**config.mk**
```make
export PLATFORM = sky130hd
export DESIGN_NAME = sticky_serial_gen
export DESIGN_NICKNAME = d
export VERILOG_FILES = /design/src/rtl/sticky_pkg.sv /design/src/rtl/sticky_digit_nz.sv /design/src/rtl/sticky_cnt_clamp.sv /design/src/rtl/sticky_serial_gen.sv
export SDC_FILE = /design/constraint.sdc
export NUM_CORES = 1
export LEC_CHECK = 0
export BUFFER_PORTS_ARGS = -buffer_cell sky130_fd_sc_hd__buf_2
export CORE_AREA = 2 2 39 41
export CTS_BUF_LIST = sky130_fd_sc_hd__clkbuf_16
export CTS_CLUSTER_DIAMETER = 200
export CTS_CLUSTER_SIZE = 24
export DETAILED_ROUTE_END_ITERATION = 10
export DIE_AREA = 0 0 41 43
export PLACE_DENSITY = 0.58
export SETUP_SLACK_MARGIN = 0.2
export SYNTH_ARGS = -nofsm -noshare
export SYNTH_HDL_FRONTEND = slang
export SYNTH_SLANG_ARGS = --single-unit
```
**constraint.sdc**
```tcl
create_clock -name clk -period 1.12 [get_ports clk]
set_input_delay 0.224 -clock clk [delete_from_list [all_inputs] [get_ports clk]]
set_output_delay 0.224 -clock clk [all_outputs]
set_load 0.01 [all_outputs]
```
**src/rtl/sticky_pkg.sv**
```systemverilog
package sticky_pkg;
    localparam int DIG_W = 4;
    typedef logic [DIG_W-1:0] bcd_t;
endpackage

```
**src/rtl/sticky_digit_nz.sv**
```systemverilog
module sticky_digit_nz #(
    parameter int W = 4
) (
    input  logic [W-1:0] dig_i,
    output logic         nz_o
);
    logic [W:0] acc;

    assign acc[0] = 1'b0;
    for (genvar g = 0; g < W; g++) begin : g_or
        assign acc[g+1] = acc[g] | dig_i[g];
    end
    assign nz_o = acc[W];
endmodule

```
**src/rtl/sticky_cnt_clamp.sv**
```systemverilog
module sticky_cnt_clamp #(
    parameter int CNT_W = 6,
    localparam int UW = CNT_W - 1
) (
    input  logic [CNT_W-1:0] cnt_i,
    output logic [UW-1:0]    cnt_o
);
    // sign bit set: nothing lies below the round digit
    assign cnt_o = cnt_i[CNT_W-1] ? '0 : cnt_i[UW-1:0];
endmodule

```
**src/rtl/sticky_serial_gen.sv**
```systemverilog
module sticky_serial_gen
    import sticky_pkg::*;
#(
    parameter int CNT_W = 6
) (
    input  logic             clk,
    input  logic             rst_n,
    input  logic             start_i,
    input  logic [CNT_W-1:0] skip_cnt_i,
    input  logic [3:0]       dig_i,
    input  logic             dig_vld_i,
    output logic             sticky_o,
    output logic             done_o
);
    localparam int UW = CNT_W - 1;

    typedef struct packed {
        logic [UW-1:0] left;
        logic          sticky;
        logic          done;
    } st_t;

    st_t           st_d, st_q;
    logic [UW-1:0] load_cnt;
    logic          dig_nz;
    logic          take;
    bcd_t          dig_b;

    assign dig_b = dig_i;

    sticky_cnt_clamp #(.CNT_W(CNT_W)) u_clamp (
        .cnt_i (skip_cnt_i),
        .cnt_o (load_cnt)
    );

    sticky_digit_nz #(.W(DIG_W)) u_nz (
        .dig_i (dig_b),
        .nz_o  (dig_nz)
    );

    // a digit is accepted only outside a start cycle and while owed
    assign take = dig_vld_i && !start_i && (st_q.left != '0);

    always_comb begin
        st_d = st_q;
        if (start_i) begin
            st_d.left   = load_cnt;
            st_d.sticky = 1'b0;
            st_d.done   = (load_cnt == '0);
        end else if (take) begin
            st_d.left   = st_q.left - 1'b1;
            st_d.sticky = st_q.sticky | dig_nz;
            st_d.done   = (st_q.left == UW'(1));
        end
    end

    always_ff @(posedge clk or negedge rst_n) begin
        if (!rst_n) begin
            st_q <= '0;
        end else begin
            st_q <= st_d;
        end
    end

    assign sticky_o = st_q.sticky;
    assign done_o   = st_q.done;

    assert_start_clears_R2: assert property (@(posedge clk) disable iff (!rst_n)
        start_i |=> !sticky_o);

    assert_neg_count_done_R3: assert property (@(posedge clk) disable iff (!rst_n)
        (start_i && skip_cnt_i[CNT_W-1]) |=> done_o);

    assert_zero_count_done_R4: assert property (@(posedge clk) disable iff (!rst_n)
        (start_i && skip_cnt_i == '0) |=> (done_o && !sticky_o));

    assert_nonzero_sets_R5: assert property (@(posedge clk) disable iff (!rst_n)
        (!start_i && dig_vld_i && !done_o && st_q.left != '0 && dig_i != 4'd0) |=> sticky_o);

    assert_sticky_keeps_R5: assert property (@(posedge clk) disable iff (!rst_n)
        (sticky_o && !start_i) |=> sticky_o);

    assert_done_holds_R7: assert property (@(posedge clk) disable iff (!rst_n)
        (done_o && !start_i) |=> (done_o && $stable(sticky_o)));

    assert_busy_after_start_R9: assert property (@(posedge clk) disable iff (!rst_n)
        (start_i && !skip_cnt_i[CNT_W-1] && skip_cnt_i != '0) |=> !done_o);
endmodule

```
==> results.sh, run 1 <==
export IMPL_leakagePower_nw=0.349
export IMPL_yosysWarningCount=0
export IMPL_critPathSlowestCell="dfrtp_1"
export IMPL_synth_top_area_share_pct=40.3
export IMPL_synth_simple_area_share_pct=20.2
export IMPL_synth_fa_ha_area_share_pct=5.76
export IMPL_skew_ns=0.000956
export IMPL_power_frac_clock_pct=46.3
export IMPL_clockBufferDepth=2
export IMPL_grt_pass1_wl_um=1910
export IMPL_cts_clk_slew_worst_paths_ns=0.04
export IMPL_drc=0
export IMPL_cellInternalPower_mw=0.960
export IMPL_syn_nets=63
export IMPL_diodes=0
export IMPL_worstMarginPinSlew_ns=0.270
export IMPL_syn_to_final_growth_pct=69.5
export IMPL_antenna_found_initial=0
export IMPL_finalCoreUtilization_pct=53.2
export IMPL_clkLatencyLatePin_ns=0.23
export IMPL_clock_fmax_mhz=815
export IMPL_fin_ws_ns=-0.107
export IMPL_wl_per_cell_um=12.2
export IMPL_dp_hpwl_um=833
export IMPL_synth_area_leaders="dfrtp_1 40%, ha_1 5.8%, a21boi_4 4.3%, nand2_1 4.3%, nor3_4 3.7%"
export IMPL_synth_top_family_by_area="compound AO/OA/AOI/OAI gates"
export IMPL_pwr_share_seq_pct=24.6
export IMPL_rsz0062_at_grt="yes"
export IMPL_ys_types=25
export IMPL_critPathMaxStageDelay_ns=0.40
export IMPL_dp_cells=84
export IMPL_arrival_ns=1.38
export IMPL_die_y_um=43
export IMPL_drt_initial_drc_count=5
export IMPL_port_buffers=15
export IMPL_core_mm2=0.00138
export IMPL_total_power_mw=1.31
export IMPL_drt_first_pass_iters=4
export IMPL_hold_class="input port to register"
export IMPL_grt_start_max_net_pins=14
export IMPL_htree_levels=1
export IMPL_mostFrequentLayoutCell="buf_2"
export IMPL_worstPathMaxFanout=8
export IMPL_comb_power_share_pct=29.2
export IMPL_switching_share_pct=26.8
export IMPL_max_slew_margin_pct=82.0
export IMPL_cts_tree="built"
export IMPL_gp_congestion=0.789
export IMPL_grt_pass1_vias=447
export IMPL_drive_gt1_share_pct=53.3
export IMPL_rows=14
export IMPL_critPathKind="register to register"
export IMPL_setup_violations=6
export IMPL_power_density_mw_per_mm2=1780
export IMPL_start_kind="register"
export IMPL_drt_vias_per_instance=4.93
export IMPL_end_kind="register"
export IMPL_initial_core_util_pct=31.4
export IMPL_outcome="finished, violations left"
export IMPL_critPathTopFamily="compound AO/OA/AOI/OAI gates"
export IMPL_synthMuxAreaShare_pct=0
export IMPL_track_usage_pct=16.7
export IMPL_numClockSinks=7
export IMPL_synth_area_um2=434
export IMPL_maxCapViolations=0
export IMPL_num_nets_final=92
export IMPL_p_switching_mw=0.352
export IMPL_vias=449
export IMPL_seq_area_frac_synth_pct=40.3
export IMPL_crit_required_ns=1.27
export IMPL_layoutNonFillerInstCount=91
export IMPL_finalCriticalPeriod_ns=1.23
export IMPL_ios=16
export IMPL_grt_overflow_total=0
export IMPL_ant_nets=0
export IMPL_synth_cells=47
export IMPL_final_cell_mix="15 x buf_2, 8 x buf_4, 7 x dfrtp_1, 4 x nand2_1"
export IMPL_synth_seq_cells=7
export IMPL_ir_worst_vdd_mv=0.757
export IMPL_cp_cell_sequence="nor3_4 -> a21boi_4 -> o22a_1 -> o22ai_1"
export IMPL_root_buffer="clkbuf_16"
export IMPL_cp_buffers_inverters=0
export IMPL_synth_compound_area_share_pct=27.1
export IMPL_cts_made_buffers=3
export IMPL_finalHoldViolCount=0
export IMPL_dp_slack_ns=-0.127
export IMPL_period_share_pct=110
export IMPL_synth_xor_area_share_pct=2.02
export IMPL_final_max_slew_viol_count=0
export IMPL_avgSynthCellArea_um2=9.24
export IMPL_die_area_mm2=0.00176
export IMPL_die_w_um=41
export IMPL_yosys_area_top_type="dfrtp_1"
export IMPL_final_setup_tns_ns=-0.381
export IMPL_routed_wl_um=1110
export IMPL_violations="setup timing"
-- what timing repair did --
item	CTS	global route
buffers inserted	0	2
hold endpoints to repair	7	0
endpoints found under the setup margin	9	9
pin swaps	6	3
gates resized for setup	9	2
hold buffers	1	0
-- per-layer routing --
layer	vias up	wire length, um	GRT usage [%]
li1	225	-	-
met1	214	451	18.5
met2	8	616	26.6
met3	2	29	4.71
met4	0	15	10.0
met5	-	0	0
-- through the flow --
| step | instance area, um2 | hold slack (ns) |
|---|---|---|
| floorplan | 447 | -0.0716 |
| global placement | 589 | 0.0717 |
| detailed placement | 589 | 0.0743 |
| CTS | 713 | 0.222 |
| global route | 736 | 0.242 |
| finish | 736 | 0.224 |
-- registers in the layout, indices dropped and copies added (netlist names) --
register,flops
done_o,1
st_q,5
sticky_o,1
-- cells by family (layout without fill, tap and decap cells) --
family	Yosys count	in the layout
AO/OA/AOI/OAI	16	16
AND/OR/NAND/NOR	16	16
flip-flops	7	7
XOR/XNOR	1	1
adder cells (fa/ha/maj)	2	2
buffers and inverters	5	33
-- layout make-up --
cell class	count	area [um2]
multi-input combinational	35	290
fill	136	648
clock inverter	1	3.75
tap	16	20.0
timing repair buffer	25	156
inverter	4	15.0
clock buffer	3	75.1
sequential	7	175
-- power groups by stage --
stage               clock network, mW  registers [mW]  logic (mW)
finish                          0.607           0.322       0.383
global route                    0.635           0.328       0.420
CTS                             0.612           0.323       0.356
detailed placement                  0           0.326       0.315
global placement                    0           0.325       0.310
floorplan                           0           0.339       0.165
-- worst min-delay path: stages --
cell     delay (ns)
buf_2          0.09
nand2_1        0.04
o21ai_1        0.06
-- Yosys cell counts --
cell      number
xnor2_1        1
o21ai_0        3
nor4_1         1
o31a_2         1
buf_2          1
nor3_1         2
nor3_4         1
dfrtp_1        7
o31ai_1        1
o21ai_1        2
o221ai_1       1
a21oi_1        2
or4_1          1
a21boi_4       1
ha_1           2
nor2_1         4
o22ai_1        1
nand3b_1       1
nor2b_1        1
o22a_1         1
a21o_2         1
o21a_1         1
inv_1          4
nand2_1        5
a31oi_1        1
-- path summary, 6_finish.rpt --
check / depth (start not counted) / slack (ns) / to / from
min in group asynchronous: 2 / 0.36 / done_o$_DFFE_PN0P_ / rst_n
setup reg to reg: 4 / -0.11 / st_q[5]$_DFFE_PN0P_ / st_q[6]$_DFFE_PN0P_
hold / removal: 3 / 0.22 / st_q[4]$_DFFE_PN0P_ / skip_cnt_i[2]
setup / recovery: 4 / -0.11 / st_q[5]$_DFFE_PN0P_ / st_q[6]$_DFFE_PN0P_
hold reg to reg: 2 / 0.49 / sticky_o$_DFFE_PN0P_ / sticky_o$_DFFE_PN0P_
max in group asynchronous: 2 / 0.60 / st_q[6]$_DFFE_PN0P_ / rst_n
Note: power is estimated with default switching activity, not from simulation.
==> inputs of run 2 (changes only) <==
--- a/config.mk
+++ b/config.mk
@@ -12,6 +12,7 @@
 export CTS_CLUSTER_SIZE = 24
 export DETAILED_ROUTE_END_ITERATION = 10
 export DIE_AREA = 0 0 41 43
+export GPL_TIMING_DRIVEN = 0
 export PLACE_DENSITY = 0.58
 export SETUP_SLACK_MARGIN = 0.2
 export SYNTH_ARGS = -nofsm -noshare
==> results.sh, run 2 (synthesis results as in run 1) <==
export IMPL_violations="setup timing"
export IMPL_drt_first_pass_iters=4
export IMPL_die_y_um=43
export IMPL_ir_worst_vdd_mv=1.28
export IMPL_dp_cells=78
export IMPL_core_mm2=0.00138
export IMPL_outcome="finished, violations left"
export IMPL_grt_overflow_total=0
export IMPL_power_frac_clock_pct=48.1
export IMPL_start_kind="register"
export IMPL_ios=16
export IMPL_vias=432
export IMPL_leakagePower_nw=0.324
export IMPL_period_share_pct=109
export IMPL_mostFrequentLayoutCell="buf_2"
export IMPL_syn_to_final_growth_pct=58.8
export IMPL_hold_path_end="st_q[3]$_DFFE_PN0P_"
export IMPL_port_buffers=15
export IMPL_final_max_slew_viol_count=0
export IMPL_fill_cells=136
export IMPL_gp_congestion=0.708
export IMPL_initial_core_util_pct=31.4
export IMPL_htree_levels=1
export IMPL_fin_ws_ns=-0.106
export IMPL_skew_ns=0.00488
export IMPL_power_density_mw_per_mm2=1810
export IMPL_critPathKind="register to register"
export IMPL_total_power_mw=1.25
export IMPL_track_usage_pct=15.2
export IMPL_min_delay_path_depth=3
export IMPL_drive_gt1_share_pct=50.0
export IMPL_dp_slack_ns=-0.211
export IMPL_layoutNonFillerInstCount=88
export IMPL_maxCapViolations=0
export IMPL_p_switching_mw=0.323
export IMPL_max_slew_margin_pct=80.6
export IMPL_critPathSlowestCell="dfrtp_1"
export IMPL_comb_power_share_pct=25.3
export IMPL_grt_start_max_net_pins=11
export IMPL_numClockSinks=7
export IMPL_cp_cell_sequence="inv_2 -> ha_4 -> a21boi_4 -> o221ai_2 -> o31a_2"
export IMPL_clockBufferDepth=2
export IMPL_seq_area_um2=175
export IMPL_routed_wl_um=1030
export IMPL_worstReg2RegStart="st_q[2]$_DFFE_PN0P_"
export IMPL_drt_vias_per_instance=4.91
export IMPL_grt_pass1_wl_um=1750
export IMPL_worstMarginPinSlew_ns=0.290
export IMPL_grt_pass1_vias=407
export IMPL_hold_class="input port to register"
export IMPL_final_setup_tns_ns=-0.391
export IMPL_switching_share_pct=25.9
export IMPL_end_kind="register"
export IMPL_finalCoreUtilization_pct=49.8
export IMPL_rsz0062_at_grt="yes"
export IMPL_ant_nets=0
export IMPL_pwr_share_seq_pct=26.6
export IMPL_timing_rr_end="done_o$_DFFE_PN0P_"
export IMPL_dp_hpwl_um=736
export IMPL_critPathTopFamily="compound AO/OA/AOI/OAI gates"
export IMPL_root_buffer="clkbuf_16"
export IMPL_cts_clk_slew_worst_paths_ns=0.04
export IMPL_arrival_ns=1.34
export IMPL_diodes=0
export IMPL_final_cell_mix="16 x buf_2, 7 x dfrtp_1, 5 x buf_4, 4 x nor2_1, 4 x nand2_1"
export IMPL_cts_made_buffers=3
export IMPL_crit_required_ns=1.23
export IMPL_multi_input_area_um2=273
export IMPL_die_area_mm2=0.00176
export IMPL_worstPathMaxFanout=8
export IMPL_antenna_found_initial=0
export IMPL_cellInternalPower_mw=0.925
export IMPL_clkLatencyLatePin_ns=0.23
export IMPL_wl_per_cell_um=11.6
export IMPL_finalCriticalPeriod_ns=1.23
export IMPL_reg2reg_depth=5
export IMPL_critPathMaxStageDelay_ns=0.37
export IMPL_drc=0
export IMPL_clock_fmax_mhz=816
export IMPL_die_w_um=41
export IMPL_rrSetupSlack_ns=-0.11
export IMPL_top_register="st_q"
export IMPL_setup_violations=6
export IMPL_rows=14
export IMPL_hold_start="skip_cnt_i[1]"
export IMPL_drt_initial_drc_count=7
export IMPL_largest_reg_flops=5
export IMPL_num_nets_final=89
export IMPL_cts_tree="built"
export IMPL_cp_buffers_inverters=1
export IMPL_finalHoldViolCount=0
-- run 2: worst min-delay path: stages --
cell and delay [ns]:
buf_2 0.09, nand2_1 0.06, o21ai_2 0.05
-- run 2: timing repair --
| item | CTS | global route |
|---|---|---|
| setup buffers | 5 | 0 |
| resized for setup | 4 | 2 |
| hold endpoints to repair | 7 | 0 |
| setup endpoints to repair | 9 | 9 |
| gates cloned | 0 | 0 |
| pin swaps | 5 | 4 |
| hold buffers | 1 | 0 |
-- run 2: worst max path at each step --
stage	start	endpoint	cells after the start
after floorplan	st_q[2]$_DFFE_PN0P_	done_o$_DFFE_PN0P_	5
final	st_q[2]$_DFFE_PN0P_	done_o$_DFFE_PN0P_	5
after CTS	st_q[5]$_DFFE_PN0P_	st_q[5]$_DFFE_PN0P_	4
after global routing	st_q[3]$_DFFE_PN0P_	done_o$_DFFE_PN0P_	5
after global placement	st_q[2]$_DFFE_PN0P_	done_o$_DFFE_PN0P_	5
after detailed placement	st_q[2]$_DFFE_PN0P_	done_o$_DFFE_PN0P_	5
-- run 2: area by class of cell --
class / count / share of cell area (%)
Multi-Input combinational cell: 35 / 39.6
Sequential cell: 7 / 25.4
Timing Repair Buffer: 21 / 17.8
Clock buffer: 3 / 10.9
Tap cell: 16 / 2.90
Inverter: 4 / 2.18
Buffer: 1 / 0.726
Clock inverter: 1 / 0.544
-- run 2: power by group through the flow --
| stage | Combinational [mW] | Clock [mW] | Sequential [mW] |
|---|---|---|---|
| final | 0.316 | 0.600 | 0.332 |
| after global routing | 0.349 | 0.627 | 0.338 |
| after CTS | 0.312 | 0.610 | 0.329 |
| after detailed placement | 0.238 | 0 | 0.341 |
| after global placement | 0.234 | 0 | 0.340 |
| after floorplan | 0.165 | 0 | 0.339 |
-- run 2: through the flow --
stage | hold slack, ns | cell area (um2)
floorplan | -0.0716 | 447
global placement | 0.0671 | 542
detailed placement | 0.0685 | 542
CTS | 0.225 | 681
global route | 0.261 | 689
finish | 0.230 | 689
-- run 2: per-layer routing --
layer	wire [um]	up-vias	part of all wire [%]	GRT usage, %
met4	8	0	0.78	4.00
met1	421	203	41	18.5
met5	0	-	0	0
met3	41	2	4.0	7.85
li1	-	221	-	-
met2	553	6	54	22.8
==> inputs of run 3 (changes only) <==
--- a/config.mk
+++ b/config.mk
@@ -13,7 +13,6 @@
 export DETAILED_ROUTE_END_ITERATION = 10
 export DIE_AREA = 0 0 41 43
 export GPL_TIMING_DRIVEN = 0
-export PLACE_DENSITY = 0.58
 export SETUP_SLACK_MARGIN = 0.2
 export SYNTH_ARGS = -nofsm -noshare
 export SYNTH_HDL_FRONTEND = slang
==> results.sh, run 3 (synthesis results as in run 1) <==
export IMPL_critPathMaxStageDelay_ns=0.35
export IMPL_crit_required_ns=1.24
export IMPL_top_register="st_q"
export IMPL_diodes=0
export IMPL_max_slew_margin_pct=79.6
export IMPL_grt_pass1_vias=426
export IMPL_fill_cells=144
export IMPL_num_nets_final=90
export IMPL_core_mm2=0.00138
export IMPL_finalCriticalPeriod_ns=1.20
export IMPL_finalHoldViolCount=0
export IMPL_numClockSinks=7
export IMPL_cp_buffers_inverters=1
export IMPL_maxCapViolations=0
export IMPL_htree_levels=1
export IMPL_rrSetupSlack_ns=-0.08
export IMPL_ios=16
export IMPL_cts_made_buffers=3
export IMPL_finalCoreUtilization_pct=50.4
export IMPL_dp_hpwl_um=717
export IMPL_die_y_um=43
export IMPL_clockBufferDepth=2
export IMPL_hold_class="input port to register"
export IMPL_mostFrequentLayoutCell="buf_2"
export IMPL_timing_rr_end="done_o$_DFFE_PN0P_"
export IMPL_drive_gt1_share_pct=52.1
export IMPL_drt_vias_per_instance=4.71
export IMPL_routed_wl_um=1030
export IMPL_cts_clk_slew_worst_paths_ns=0.04
export IMPL_outcome="finished, violations left"
export IMPL_final_max_slew_viol_count=0
export IMPL_worstReg2RegStart="st_q[3]$_DFFE_PN0P_"
export IMPL_final_cell_mix="16 x buf_2, 6 x dfrtp_1, 6 x buf_4, 4 x nor2_1, 4 x nand2_1"
export IMPL_largest_reg_flops=5
export IMPL_leakagePower_nw=0.329
export IMPL_worstPathMaxFanout=8
export IMPL_min_delay_path_depth=3
export IMPL_ant_nets=0
export IMPL_initial_core_util_pct=31.4
export IMPL_gp_congestion=0.720
export IMPL_setup_violations=5
export IMPL_critPathKind="register to register"
export IMPL_drt_initial_drc_count=3
export IMPL_switching_share_pct=26.5
export IMPL_track_usage_pct=16.0
export IMPL_grt_overflow_total=0
export IMPL_violations="setup timing"
export IMPL_ir_worst_vdd_mv=1.16
export IMPL_cellInternalPower_mw=0.921
export IMPL_start_kind="register"
export IMPL_startpoint="st_q[3]$_DFFE_PN0P_"
export IMPL_rows=14
export IMPL_reg2reg_depth=5
export IMPL_arrival_ns=1.32
export IMPL_cts_tree="built"
export IMPL_dp_slack_ns=-0.169
export IMPL_critPathSlowestCell="dfrtp_1"
export IMPL_whs_ns=0.212
export IMPL_clock_fmax_mhz=834
export IMPL_skew_ns=0.00391
export IMPL_grt_pass1_wl_um=1740
export IMPL_grt_start_max_net_pins=11
export IMPL_rsz0062_at_grt="yes"
export IMPL_pwr_share_seq_pct=26.4
export IMPL_end_kind="register"
export IMPL_comb_power_share_pct=24.7
export IMPL_die_area_mm2=0.00176
export IMPL_drt_first_pass_iters=2
export IMPL_vias=419
export IMPL_root_buffer="clkbuf_16"
export IMPL_fin_ws_ns=-0.0787
export IMPL_syn_to_final_growth_pct=60.5
export IMPL_final_setup_tns_ns=-0.290
export IMPL_die_w_um=41
export IMPL_clkLatencyLatePin_ns=0.24
export IMPL_cp_cell_sequence="inv_2 -> ha_4 -> a21boi_4 -> o221ai_1 -> o31a_2"
export IMPL_antenna_found_initial=0
export IMPL_hold_start="skip_cnt_i[2]"
export IMPL_worstMarginPinSlew_ns=0.304
export IMPL_p_switching_mw=0.332
export IMPL_critPathTopFamily="compound AO/OA/AOI/OAI gates"
export IMPL_power_frac_clock_pct=48.9
export IMPL_wl_per_cell_um=11.6
export IMPL_hold_path_end="st_q[4]$_DFFE_PN0P_"
export IMPL_period_share_pct=107
export IMPL_power_density_mw_per_mm2=1800
export IMPL_drc=0
export IMPL_port_buffers=15
-- run 3: per-stage QoR --
stage / area (um2) / cells / power, mW
after floorplan: 447 / 47 / 0.504
after global placement: 542 / 78 / 0.571
after detailed placement: 542 / 78 / 0.575
after CTS: 669 / 88 / 1.24
after global routing: 697 / 89 / 1.32
final: 697 / 89 / 1.25
-- run 3: how the worst max path moves through the flow --
stage / to / slack (ns) / depth (start not counted)
finish: done_o$_DFFE_PN0P_ / -0.08 / 5
global route: st_q[5]$_DFFE_PN0P_ / -0.16 / 4
CTS: st_q[5]$_DFFE_PN0P_ / -0.08 / 4
detailed placement: done_o$_DFFE_PN0P_ / -0.17 / 5
global placement: done_o$_DFFE_PN0P_ / -0.18 / 5
floorplan: done_o$_DFFE_PN0P_ / -0.09 / 5
-- run 3: worst min-delay path, cell delays in order --
cell	delay (ns)
buf_2	0.09
nand2_1	0.04
o21ai_1	0.06
-- run 3: power by group through the flow --
stage               sequential (mW)  clock [mW]  combinational (mW)
CTS                           0.329       0.625               0.288
floorplan                     0.339           0               0.165
global placement              0.340           0               0.231
finish                        0.331       0.613               0.309
global route                  0.336       0.636               0.352
detailed placement            0.342           0               0.233
-- run 3: final cells by class --
type / count / area, um2 / share of cell area, %
sequential: 7 / 176 / 25.3
tap: 16 / 20.0 / 2.87
clock buffer: 3 / 75.1 / 10.8
buffer: 1 / 5.00 / 0.718
inverter: 4 / 15.0 / 2.15
timing repair buffer: 22 / 130 / 18.7
clock inverter: 1 / 3.75 / 0.539
multi-input combinational: 35 / 272 / 39.0
-- run 3: per-layer routing --
layer / GRT usage [%] / part of all wire (%) / vias up
met2: 21.9 / 52 / 6
li1: - / - / 219
met1: 17.1 / 40 / 189
met5: 0 / 0 / -
met4: 12.0 / 3.7 / 0
met3: 9.42 / 4.6 / 5
-- run 3: what timing repair did --
item	in CTS	in global routing
hold buffers	1	0
resized for setup	2	6
pin swaps	4	3
setup endpoints to repair	9	9
endpoints found under the hold margin	7	0
buffers inserted	5	1
